`src/rtl/ibs_pkg.sv`:
```
package ibs_pkg;
  localparam int BYTE_W  = 8;
  localparam int MAX_LEN = 4;
  localparam int OPND_W  = (MAX_LEN - 1) * BYTE_W;
  localparam int LEN_W   = $clog2(MAX_LEN + 1);
  localparam int CNT_W   = $clog2(MAX_LEN);

  typedef enum logic [2:0] {
    CLS_ALU   = 3'd0,
    CLS_BIT   = 3'd1,
    CLS_JMP   = 3'd2,
    CLS_PFX   = 3'd3,
    CLS_OTHER = 3'd4
  } cls_e;

  typedef enum logic [1:0] {
    AM_NONE = 2'd0,
    AM_IMM  = 2'd1,
    AM_IND  = 2'd2,
    AM_INC  = 2'd3
  } amode_e;
endpackage

```
`src/rtl/ibs_len_map.sv`:
```
module ibs_len_map
  import ibs_pkg::*;
(
  input  logic [BYTE_W-1:0] op,
  output logic              long4,
  output logic              undef
);
  logic [3:0] nib;
  assign nib = op[3:0];

  always_comb begin
    long4 = 1'b0;
    undef = 1'b0;
    if (!op[BYTE_W-1]) begin
      unique case (nib)
        4'h2, 4'h3, 4'h4, 4'h5, 4'h6, 4'h7, 4'hA: long4 = 1'b1;
        default: long4 = 1'b0;
      endcase
      if (op == 8'h3B || op == 8'h44 || op == 8'h45) undef = 1'b1;
    end else begin
      case (op)
        8'h82, 8'h84, 8'h86, 8'h87, 8'h8A, 8'h92, 8'h94, 8'h96, 8'h97,
        8'h9A, 8'hA2, 8'hA4, 8'hA5, 8'hA6, 8'hA7, 8'hAA, 8'hB2, 8'hB4,
        8'hB5, 8'hB6, 8'hB7, 8'hBA, 8'hC2, 8'hC4, 8'hC5, 8'hC6, 8'hCA,
        8'hD2, 8'hD4, 8'hD5, 8'hD6, 8'hD7, 8'hDA, 8'hE2, 8'hE4, 8'hE6,
        8'hE7, 8'hEA, 8'hF2, 8'hF3, 8'hF4, 8'hF6, 8'hF7, 8'hFA:
          long4 = 1'b1;
        8'h83, 8'h85, 8'h8B, 8'h8C, 8'h93, 8'h95, 8'hA3, 8'hB3, 8'hC1,
        8'hC3, 8'hC7, 8'hD3, 8'hE3, 8'hE5, 8'hF5, 8'hF8, 8'hF9:
          undef = 1'b1;
        default: ;
      endcase
    end
  end
endmodule

```
`src/rtl/ibs_field_dec.sv`:
```
module ibs_field_dec
  import ibs_pkg::*;
(
  input  logic [BYTE_W-1:0] op,
  input  logic [BYTE_W-1:0] opnd1,
  input  logic              undef,
  output logic [2:0]        cls,
  output logic [3:0]        bitnum,
  output logic [3:0]        cond,
  output logic [1:0]        amode,
  output logic [2:0]        sub,
  output logic [1:0]        extkind
);
  logic [3:0] nib;
  logic [3:0] hi;
  logic [3:0] onib;
  logic       is_pfx;
  logic       is_bit;
  logic       is_jmp;
  logic       has_am;

  assign nib    = op[3:0];
  assign hi     = op[7:4];
  assign onib   = opnd1[3:0];
  assign is_pfx = (op == 8'hD1) || (op == 8'hD7) || (op == 8'hDC);
  assign is_bit = (nib == 4'hE) || (nib == 4'hF);
  assign is_jmp = (nib == 4'hD);
  assign has_am = !op[7] && (nib[3:1] == 3'b100);

  always_comb begin
    if (undef)                           cls = CLS_OTHER;
    else if (is_pfx)                     cls = CLS_PFX;
    else if (is_bit)                     cls = CLS_BIT;
    else if (is_jmp)                     cls = CLS_JMP;
    else if (!op[7] && nib <= 4'h9)      cls = CLS_ALU;
    else                                 cls = CLS_OTHER;
  end

  assign bitnum  = is_bit ? hi : 4'h0;
  assign cond    = is_jmp ? hi : 4'h0;
  assign extkind = is_pfx ? opnd1[7:6] : 2'b00;

  always_comb begin
    amode = AM_NONE;
    sub   = 3'd0;
    if (has_am) begin
      if (!onib[3]) begin
        amode = AM_IMM;
        sub   = onib[2:0];
      end else begin
        amode = onib[2] ? AM_INC : AM_IND;
        sub   = {1'b0, onib[1:0]};
      end
    end
  end
endmodule

```
`src/rtl/ibs_assemble.sv`:
```
module ibs_assemble
  import ibs_pkg::*;
(
  input  logic              clk,
  input  logic              rst_n,
  input  logic              flush,
  input  logic              in_valid,
  output logic              in_ready,
  input  logic [BYTE_W-1:0] in_byte,
  input  logic              op_long4,
  input  logic              op_undef,
  output logic              out_valid,
  input  logic              out_ready,
  output logic [BYTE_W-1:0] out_opcode,
  output logic [LEN_W-1:0]  out_len,
  output logic [OPND_W-1:0] out_operand,
  output logic              out_trap
);
  logic [CNT_W-1:0]  cnt_q;
  logic              long_q;
  logic              undef_q;
  logic [BYTE_W-1:0] op_q;
  logic [BYTE_W-1:0] b1_q;
  logic [BYTE_W-1:0] b2_q;
  logic              accept;

  assign in_ready = !flush && !(out_valid && !out_ready);
  assign accept   = in_valid && in_ready;

  always_ff @(posedge clk or negedge rst_n) begin
    if (!rst_n) begin
      cnt_q       <= '0;
      long_q      <= 1'b0;
      undef_q     <= 1'b0;
      op_q        <= '0;
      b1_q        <= '0;
      b2_q        <= '0;
      out_valid   <= 1'b0;
      out_opcode  <= '0;
      out_len     <= '0;
      out_operand <= '0;
      out_trap    <= 1'b0;
    end else begin
      if (out_valid && out_ready) out_valid <= 1'b0;
      if (flush) begin
        cnt_q <= '0;
      end else if (accept) begin
        unique case (cnt_q)
          2'd0: begin
            op_q    <= in_byte;
            long_q  <= op_long4 && !op_undef;
            undef_q <= op_undef;
            cnt_q   <= 2'd1;
          end
          2'd1: begin
            if (long_q) begin
              b1_q  <= in_byte;
              cnt_q <= 2'd2;
            end else begin
              out_valid   <= 1'b1;
              out_opcode  <= op_q;
              out_len     <= LEN_W'(2);
              out_operand <= {{(OPND_W-BYTE_W){1'b0}}, in_byte};
              out_trap    <= undef_q;
              cnt_q       <= 2'd0;
            end
          end
          2'd2: begin
            b2_q  <= in_byte;
            cnt_q <= 2'd3;
          end
          default: begin
            out_valid   <= 1'b1;
            out_opcode  <= op_q;
            out_len     <= LEN_W'(MAX_LEN);
            out_operand <= {in_byte, b2_q, b1_q};
            out_trap    <= 1'b0;
            cnt_q       <= 2'd0;
          end
        endcase
      end
    end
  end
endmodule

```
`src/rtl/ibs_predecode.sv`:
```
module ibs_predecode
  import ibs_pkg::*;
(
  input  logic        clk,
  input  logic        rst_n,
  input  logic        flush,
  input  logic        in_valid,
  output logic        in_ready,
  input  logic [7:0]  in_byte,
  output logic        out_valid,
  input  logic        out_ready,
  output logic [7:0]  out_opcode,
  output logic [2:0]  out_len,
  output logic [23:0] out_operand,
  output logic        out_trap,
  output logic [2:0]  out_class,
  output logic [3:0]  out_bitnum,
  output logic [3:0]  out_cond,
  output logic [1:0]  out_amode,
  output logic [2:0]  out_sub,
  output logic [1:0]  out_extkind
);
  logic op_long4;
  logic op_undef;

  ibs_len_map u_len (
    .op    (in_byte),
    .long4 (op_long4),
    .undef (op_undef)
  );

  ibs_assemble u_asm (
    .clk         (clk),
    .rst_n       (rst_n),
    .flush       (flush),
    .in_valid    (in_valid),
    .in_ready    (in_ready),
    .in_byte     (in_byte),
    .op_long4    (op_long4),
    .op_undef    (op_undef),
    .out_valid   (out_valid),
    .out_ready   (out_ready),
    .out_opcode  (out_opcode),
    .out_len     (out_len),
    .out_operand (out_operand),
    .out_trap    (out_trap)
  );

  ibs_field_dec u_fld (
    .op      (out_opcode),
    .opnd1   (out_operand[7:0]),
    .undef   (out_trap),
    .cls     (out_class),
    .bitnum  (out_bitnum),
    .cond    (out_cond),
    .amode   (out_amode),
    .sub     (out_sub),
    .extkind (out_extkind)
  );
endmodule

```
`config.mk`:
```
export PLATFORM = sky130hd
export DESIGN_NAME = ibs_predecode
export DESIGN_NICKNAME = d
export VERILOG_FILES = /design/src/rtl/ibs_pkg.sv /design/src/rtl/ibs_len_map.sv /design/src/rtl/ibs_field_dec.sv /design/src/rtl/ibs_assemble.sv /design/src/rtl/ibs_predecode.sv
export SDC_FILE = /design/constraint.sdc
export NUM_CORES = 1
export LEC_CHECK = 0
export ABC_CLOCK_PERIOD_IN_PS = 2500
export BUFFER_PORTS_ARGS = -buffer_cell sky130_fd_sc_hd__clkbuf_2
export CORE_UTILIZATION = 40
export DETAILED_ROUTE_END_ITERATION = 7
export PLACE_DENSITY_LB_ADDON = 0.3
export SLEW_MARGIN = 30
export SYNTH_ARGS = -nofsm -noshare
export SYNTH_HDL_FRONTEND = slang
export SYNTH_SLANG_ARGS = --single-unit
```
`constraint.sdc`:
```
create_clock -name clk -period 2.5 [get_ports clk]
set_clock_uncertainty 0.15 [all_clocks]
set_input_delay 0.125 -clock clk [delete_from_list [all_inputs] [get_ports clk]]
set_output_delay 0.125 -clock clk [all_outputs]
set_load 0.02 [all_outputs]
```
==> results of run 1 <==
## kinds of logic after synthesis
family | count (synthesis) | share of synthesized area, %
muxes | 18 | 6.60
DFF | 64 | 52.5
buffers and inverters | 33 | 4.80
xor gates and xnor gates | 4 | 1.15
AOI/OAI and AO/OA | 85 | 19.2
and+or+nand+nor | 88 | 15.7
other | 1 | 0.123
## power breakdown
part	internal, mW	leakage (nW)	switching, mW	total [mW]
clock network	0.663	0.116	0.420	1.08
registers	1.29	0.820	0.269	1.56
logic	0.423	0.900	0.600	1.02
total	2.38	1.84	1.29	3.67
## worst register-to-register path: stages, from the launching register on
cell     delay, ns
dfrtp_1       0.60
inv_1         0.11
or4_1         0.73
mux2_2        0.35
## sequential cells by signal, indices dropped and copies added, names as in the netlist
signal,flops
u_asm.b1_q,8
u_asm.b2_q,8
u_asm.cnt_q,2
u_asm.long_q,1
u_asm.op_q,8
u_asm.out_len,2
u_asm.out_opcode,8
u_asm.out_operand,24
u_asm.out_trap,1
u_asm.out_valid,1
u_asm.undef_q,1
## synthesized netlist by cell type (2+ instances only)
cell type	n
xor2_1	2
nand2b_1	8
inv_1	10
a21oi_1	4
and3_1	4
a22oi_1	19
a211oi_1	3
nor2_1	11
nand3b_1	3
nand3_1	2
nor3_1	8
dfrtp_1	64
nor4b_1	2
mux2_2	17
buf_2	9
a22o_1	16
a2111oi_0	2
clkbuf_1	12
o22ai_1	2
xnor2_1	2
and2_1	7
nor2b_1	3
o21ai_0	28
o31ai_1	2
nand2_1	28
## metrics by stage
step | setup slack [ns] | cells | total power [mW] | util [%]
final | 0.122 | 466 | 3.67 | 51.5
after global routing | 0.0461 | 466 | 3.89 | 51.5
after CTS | 0.107 | 466 | 3.69 | 51.5
after detailed placement | 0.457 | 445 | 2.60 | 47.5
after global placement | 0.506 | 445 | 2.56 | 47.5
after floorplan | 0.414 | 293 | 2.22 | -
## final cells by class
cell class              count  area (um^2)  area share (%)
flip-flops and latches     64         1600            42.4
multi-input cells         196         1310            34.6
repair buffers             81          465            12.3
clock buffers               9          124            3.28
well taps                  99          124            3.28
clock inverters             7          119            3.15
inverters                  10         37.5           0.994
## path summary, 6_finish.rpt
kind                                                 to  depth (start not counted)  slack (ns)
max                                        out_class[2]                          6        0.12
max reg2reg                   u_asm.b2_q[6]$_DFFE_PN0P_                          3        0.45
min reg2reg                   u_asm.op_q[4]$_DFFE_PN0P_                          2        0.33
max in group asynchronous     u_asm.undef_q$_DFFE_PN0P_                          3        1.32
min in group asynchronous  u_asm.out_len[2]$_DFFE_PN0P_                          2        0.22
min                          u_asm.cnt_q[0]$_DFFE_PN0P_                          4        0.01
## repair_timing
| action | in CTS | in global routing |
|---|---|---|
| hold buffers | 5 | 0 |
| hold endpoints to repair | 29 | 0 |
| setup endpoints to repair | 0 | 0 |
## layer usage
| metal | track usage (%) | wire, um |
|---|---|---|
| met1 | 27.6 | 3380 |
| met4 | 8.95 | 143 |
| met5 | 0 | 0 |
| met2 | 33.0 | 3490 |
| met3 | 4.06 | 408 |
==> run metrics, run 1 <==
most common cell after layout, fill and taps aside clkbuf_2; Port Buffer Count 67; Crit path largest cell delay 0.53 ns; peak supply drop 369 uV; Root Buffer clkbuf_8; Cells after Synth 293; ys async rst share 100%; number of I/O pins 69; via count 2535; CTS Buf Count 9; DR iter-0 viols 136; post-synthesis sequential area ratio 52.5%; Final Hold Fails 0; final hold slack 0.0145 ns; Tcrit/Tclk final 95.1%; Layout area overhead 23.7%; core area 7330 um^2; status completed; worst-skew pair later-pin latency 0.34 ns; Final Net Count 375; first-pass GRT wire length 12100 um; synth top area cells dfrtp_1, mux2_2, a22oi_1; min Tclk post-route 2.38 ns; HP Start in_valid; Synth warnings 0; worst reg2reg startpoint u_asm.cnt_q[1]$_DFFE_PN0P_; most frequent cells in the layout clkbuf_2, dfrtp_1, nand2_1, o21ai_0, a22oi_1; final setup TNS 0 ns; Yosys top cell by area dfrtp_1; per-cell routed wire length 15.9 um; DRC viols 0; worst path cell trace xor2_1 > nor2_1 > a21oi_1 > or4b_4 > a41o_1 > clkbuf_2; top-area cell type share of the netlist area 52.5%; Slowest-stage cell, CP or4b_4; Worst Hold Class input port to flop; Main synth FF type dfrtp_1; Placed Instance Area 3480 um^2; Critical Path RT 2.23 ns; crit path kind flop to output port; Final Wtd Congestion 0.855; H-tree levels 3; share of layout cells above drive strength 1 30.8%; Max Freq 420 MHz; # diodes 0; Pre-antenna DRT Iters 5; Worst Setup SP u_asm.out_opcode[1]$_DFFE_PN0P_; Relative slew margins 55.0%; initial core utilization 41.6%; clock buffer depth 2; total of max-cap violations 0; mean post-synth cell area 10.4 um^2; Pwr per Cell Area 971 nW/um^2; P_leak 1.84 nW; # resized after CTS 0; clk slew on worst S/H paths 0.08 ns; Routed WL 7420 um; net count after synthesis 306; Least-Margin Pin Slew 0.675 ns; remaining antenna violation count 0; routed vias/inst 5.44; die height 89.4 um; Crit path buffers/inverters 1; Post-Syn Area 3050 um^2; Total GRT Usage 20.7%; crit-path leading delay family simple AND/OR/NAND/NOR gates; count of cell types in the netlist 50; CTS tree done; FILL cells 662; vias in the first global route 2373; dpl hpwl 4990 um; Critical Path Sink Type output port; Max Slew Vio Count 0; initial antenna violation count 0; Site Rows 31; largest net degree at the start of global routing 27; RSZ-0062 raised after global routing no; Seq cells post-synth 64; DIE AREA 7990 um^2; Post-synth EDFFs 0; total gr overflow 0; Final setup viols 0; die extent in x 89.4 um; Sink Count 64; Crit Path Max Fanout 9; Post-CTS Setup Bufs 0; Design Area, Final 3780 um^2; Worst Path Arrival 2.10 ns; startpoint types flop
Note: power is estimated with default switching activity, not from simulation.
==> inputs of run 2 (changes only) <==
Settings changed: CELL_PAD_IN_SITES_DETAIL_PLACEMENT set to 1, CELL_PAD_IN_SITES_GLOBAL_PLACEMENT set to 1, CORE_MARGIN set to 5.
==> run 2 against run 1 <==
  * Global-route usage fell by 2.1 points
  * Non-clock buffer count rose by 1
  * Power rose by 0.94%
  * Largest power group unchanged
  * Sequential cell count did not move
==> run metrics, run 2 (synthesized netlist as in run 1, its figures left out) <==
Least-Margin Pin Slew 0.619 ns; Hold Path Stages 2; Sink Count 64; Design Area, Final 3770 um^2; clk slew on worst S/H paths 0.07 ns; FILL cells 838; CTS tree done; largest net degree at the start of global routing 24; Routed WL 8600 um; Critical Path Sink Type output port; HP Start in_byte[7]; Crit Path Max Fanout 9; worst path cell trace xor2_1 > nor2_1 > a21oi_1 > or4b_4 > a41o_1 > clkbuf_2; Layout area overhead 23.6%; worst slack at placement 0.384 ns; Final Hold Fails 0; crit path kind flop to output port; R2R Path End u_asm.b2_q[6]$_DFFE_PN0P_; remaining antenna violation count 0; Worst R2R Path Depth 3; Relative slew margins 57.6%; most common cell after layout, fill and taps aside clkbuf_2; total of max-cap violations 0; Crit path largest cell delay 0.52 ns; crit-path leading delay family simple AND/OR/NAND/NOR gates; number of I/O pins 69; die height 97.4 um; Largest Register u_asm.out_operand; initial antenna violation count 0; worst reg2reg startpoint u_asm.cnt_q[1]$_DFFE_PN0P_; DIE AREA 9480 um^2; Pwr per Cell Area 981 nW/um^2; Final Worst Setup Slack 0.126 ns; Crit path buffers/inverters 1; startpoint types flop; Hold Path End u_asm.out_operand[23]$_DFFE_PN0P_; RSZ-0062 raised after global routing no; min Tclk post-route 2.37 ns; Max Slew Vio Count 0; P_leak 1.84 nW; clock buffer depth 2; Root Buffer clkbuf_8; Worst Path Arrival 2.10 ns; first-pass GRT wire length 14300 um; Critical Path RT 2.23 ns; worst-skew pair later-pin latency 0.35 ns; initial core utilization 41.6%; vias in the first global route 2731; Worst Hold Class input port to flop; Final Wtd Congestion 0.825; per-cell routed wire length 18.4 um; core area 7330 um^2; # diodes 0; Final setup viols 0; final hold slack 0.0520 ns; Total GRT Usage 18.6%; R2R Setup Slk 0.30 ns; CTS Buf Count 9; Slowest-stage cell, CP or4b_4; share of layout cells above drive strength 1 31.3%; DRC viols 0; dpl hpwl 5910 um; Final Net Count 376; routed vias/inst 5.57; DR iter-0 viols 93; Tcrit/Tclk final 94.9%; peak supply drop 384 uV; max reg flops 24; most frequent cells in the layout clkbuf_2, dfrtp_1, nand2_1, o21ai_0, a22oi_1; Port Buffer Count 67; status completed; die extent in x 97.4 um; total gr overflow 0; Placed Instance Area 3480 um^2; Pre-antenna DRT Iters 4; Site Rows 31; non-filler instance count after layout 467; via count 2603; H-tree levels 3; Max Freq 421 MHz; DP Cell Count 446; final setup TNS 0 ns
[run 2: how the worst max path moves through the flow]
stage | from | end | slack [ns] | cells past startpoint
after floorplan | u_asm.out_opcode[1]$_DFFE_PN0P_ | out_class[0] | 0.41 | 6
after global placement | u_asm.cnt_q[1]$_DFFE_PN0P_ | u_asm.b2_q[5]$_DFFE_PN0P_ | 0.48 | 3
after detailed placement | u_asm.cnt_q[1]$_DFFE_PN0P_ | u_asm.b2_q[6]$_DFFE_PN0P_ | 0.38 | 3
after CTS | u_asm.out_opcode[2]$_DFFE_PN0P_ | out_class[2] | 0.09 | 6
after global routing | u_asm.out_opcode[1]$_DFFE_PN0P_ | out_class[2] | 0.02 | 6
final | u_asm.out_opcode[1]$_DFFE_PN0P_ | out_class[2] | 0.13 | 6
[run 2: stage by stage]
stage / utilization [%] / power [mW]
after global placement: 47.4 / 2.59
final: 51.5 / 3.70
after floorplan: - / 2.22
after detailed placement: 47.4 / 2.63
after CTS: 51.5 / 3.74
after global routing: 51.5 / 3.91
[run 2: routing by layer]
layer	vias to the layer above	track usage (%)	wire (um)
li1	1203	-	-
met1	1307	25.5	4040
met2	79	28.8	4040
met3	14	4.88	404
met4	0	5.54	112
met5	-	0	0
[run 2: power breakdown]
part	internal [mW]	total, mW	switching (mW)
registers	1.29	1.57	0.272
logic	0.422	1.05	0.628
clock network	0.663	1.08	0.421
total	2.38	3.70	1.32
[run 2: final cells by class]
type                       count  area, um^2  share of cell area (%)
clock buffer                   9         124                    3.28
clock inverter                 7         120                    3.18
inverter                      10        37.5                   0.995
multi-input combinational    196        1310                    34.6
sequential                    64        1600                    42.5
tap                           99         124                    3.28
timing repair buffer          82         460                    12.2
[run 2: timing repair]
item                                   4_1_cts  5_1_grt
hold buffers                                 5        0
resized for setup                            0        1
endpoints found under the hold margin       26        0
setup endpoints to repair                    0        1
setup buffers                                0        0
==> inputs of run 3 (changes only) <==
--- a/constraint.sdc
+++ b/constraint.sdc
@@ -4,2 +4,2 @@
 set_output_delay 0.125 -clock clk [all_outputs]
-set_load 0.02 [all_outputs]
+set_load 0.1 [all_outputs]
==> run 3 against run 2 <==
  * Register-to-register slack improved by 0.09 ns
  * Core utilization rose by 2.4 points
  * Final area rose by 4.7%
  * Sequential share of layout area fell by 1.8 points
  * Sequential cell count did not move
  * Critical path depth rose by 1
  * First-iteration DRC count fell by 6.5%
  * Die area did not move
  * Combinational power rose by 140%
  * Critical endpoint is now out_class[1]
  * Highest routed layer unchanged
==> run metrics, run 3 (synthesized netlist as in run 1, its figures left out) <==
status completed; Routed met3 length 475 um; Final Worst Setup Slack 0.0496 ns; clk slew on worst S/H paths 0.07 ns; remaining antenna violation count 0; routed vias/inst 5.55; RSZ-0062 raised after global routing yes; Max Slew Vio Count 0; Crit Path Max Fanout 6; # diodes 0; per-cell routed wire length 18.4 um; Crit path largest cell delay 0.51 ns; top sig layer met4; Largest Register u_asm.out_operand; clock buffer depth 2; Routed WL 8670 um; Design Area, Final 3950 um^2; core area 7330 um^2; crit path kind flop to output port; first-pass GRT wire length 14600 um; initial antenna violation count 0; largest net degree at the start of global routing 65; worst-skew pair later-pin latency 0.33 ns; Slowest-stage cell, CP dfrtp_4; Pwr per Cell Area 1300 nW/um^2; Total GRT Usage 18.9%; Critical Path RT 2.23 ns; DR iter-0 viols 87; worst reg2reg startpoint u_asm.cnt_q[1]$_DFFE_PN0P_; R2R Setup Slk 0.39 ns; Sink Count 64; Least-Margin Pin Slew 0.575 ns; min Tclk post-route 2.45 ns; Final Net Count 379; Worst R2R Path Depth 3; Final Wtd Congestion 0.805; peak supply drop 410 uV; die height 97.4 um; Pre-antenna DRT Iters 5; Site Rows 31; HP Start in_byte[7]; Layout area overhead 29.4%; P_leak 1.88 nW; worst slack at placement 0.336 ns; Root Buffer clkbuf_8; Final Hold Fails 0; via count 2608; die extent in x 97.4 um; CTS Buf Count 9; Worst Path Arrival 2.18 ns; Tcrit/Tclk final 98.0%; final core occ 53.9%; Max Freq 408 MHz; Placed Instance Area 3630 um^2; M1 wire length 3820 um; total gr overflow 0; Port Buffer Count 67; total of max-cap violations 0; share of layout cells above drive strength 1 34.8%; startpoint types flop; WL met2 4330 um; dpl hpwl 5850 um; worst path cell trace xor2_1 > nor2_1 > a21oi_1 > or4b_4 > buf_4 > a21oi_4 > buf_12; max reg flops 24; DIE AREA 9480 um^2; R2R Path End u_asm.b2_q[6]$_DFFE_PN0P_; number of I/O pins 69; final hold slack 0.0664 ns; Hold Path Stages 2; DRC viols 0; vias in the first global route 2791; H-tree levels 3; initial core utilization 41.6%; CTS tree done; Worst Hold Class input port to flop; most frequent cells in the layout clkbuf_2, dfrtp_1, nand2_1, o21ai_0, a22oi_1; Relative slew margins 61.5%; Hold Path End u_asm.out_operand[23]$_DFFE_PN0P_; Final setup viols 0; Critical Path Sink Type output port
run 3: through the flow:
stage          setup TNS (ns)  cells  power, mW
4_1_cts                     0    468       5.16
2_1_floorplan          -0.183    293       3.56
3_3_place_gp                0    445       4.02
5_1_grt                -0.214    470       5.38
3_5_place_dp                0    445       4.09
6_report                    0    470       5.15
run 3: area by class of cell:
type | count | area (um^2)
Clock buffer | 10 | 128
Clock inverter | 6 | 108
Fill cell | 823 | 3380
Inverter | 10 | 37.5
Multi-Input combinational cell | 196 | 1370
Sequential cell | 64 | 1610
Tap cell | 99 | 124
Timing Repair Buffer | 85 | 577
run 3: how the worst max path moves through the flow:
stage	to	depth (start not counted)	startpoint	slack, ns
finish	out_class[1]	7	u_asm.out_opcode[1]$_DFFE_PN0P_	0.05
global route	out_class[0]	7	u_asm.out_opcode[1]$_DFFE_PN0P_	-0.06
CTS	out_class[0]	7	u_asm.out_opcode[1]$_DFFE_PN0P_	0.008
detailed placement	out_class[2]	6	u_asm.out_opcode[1]$_DFFE_PN0P_	0.34
global placement	out_class[2]	6	u_asm.out_opcode[1]$_DFFE_PN0P_	0.35
floorplan	out_sub[2]	2	u_asm.out_opcode[7]$_DFFE_PN0P_	-0.06
run 3: report_power, final:
| part | switching, mW | total [mW] | leakage, nW | internal (mW) |
|---|---|---|---|---|
| clock network | 0.401 | 1.06 | 0.116 | 0.659 |
| registers | 0.284 | 1.59 | 0.815 | 1.30 |
| logic | 1.97 | 2.50 | 0.950 | 0.533 |
| total | 2.66 | 5.15 | 1.88 | 2.49 |
run 3: worst max-delay path, delay by kind of cell (launching register included):
family / cells / cell delay, ns
buffers and inverters: 2 / 0.35
AO/OA/AOI/OAI: 2 / 0.20
XOR/XNOR: 1 / 0.17
flip-flops: 1 / 0.51
AND/OR/NAND/NOR: 2 / 0.61
run 3: metal layers:
layer,GRT usage [%],vias up
met4,4.79,0
met1,25.0,1310
met2,31.6,89
met3,3.88,4
met5,0,-
li1,-,1205
run 3: repair_timing:
item / CTS / global route
hold buffers: 4 / 0
setup endpoints to repair: 1 / 5
gates resized for setup: 0 / 1
endpoints found under the hold margin: 68 / 0
pin swaps: 1 / 4
buffers inserted: 3 / 2
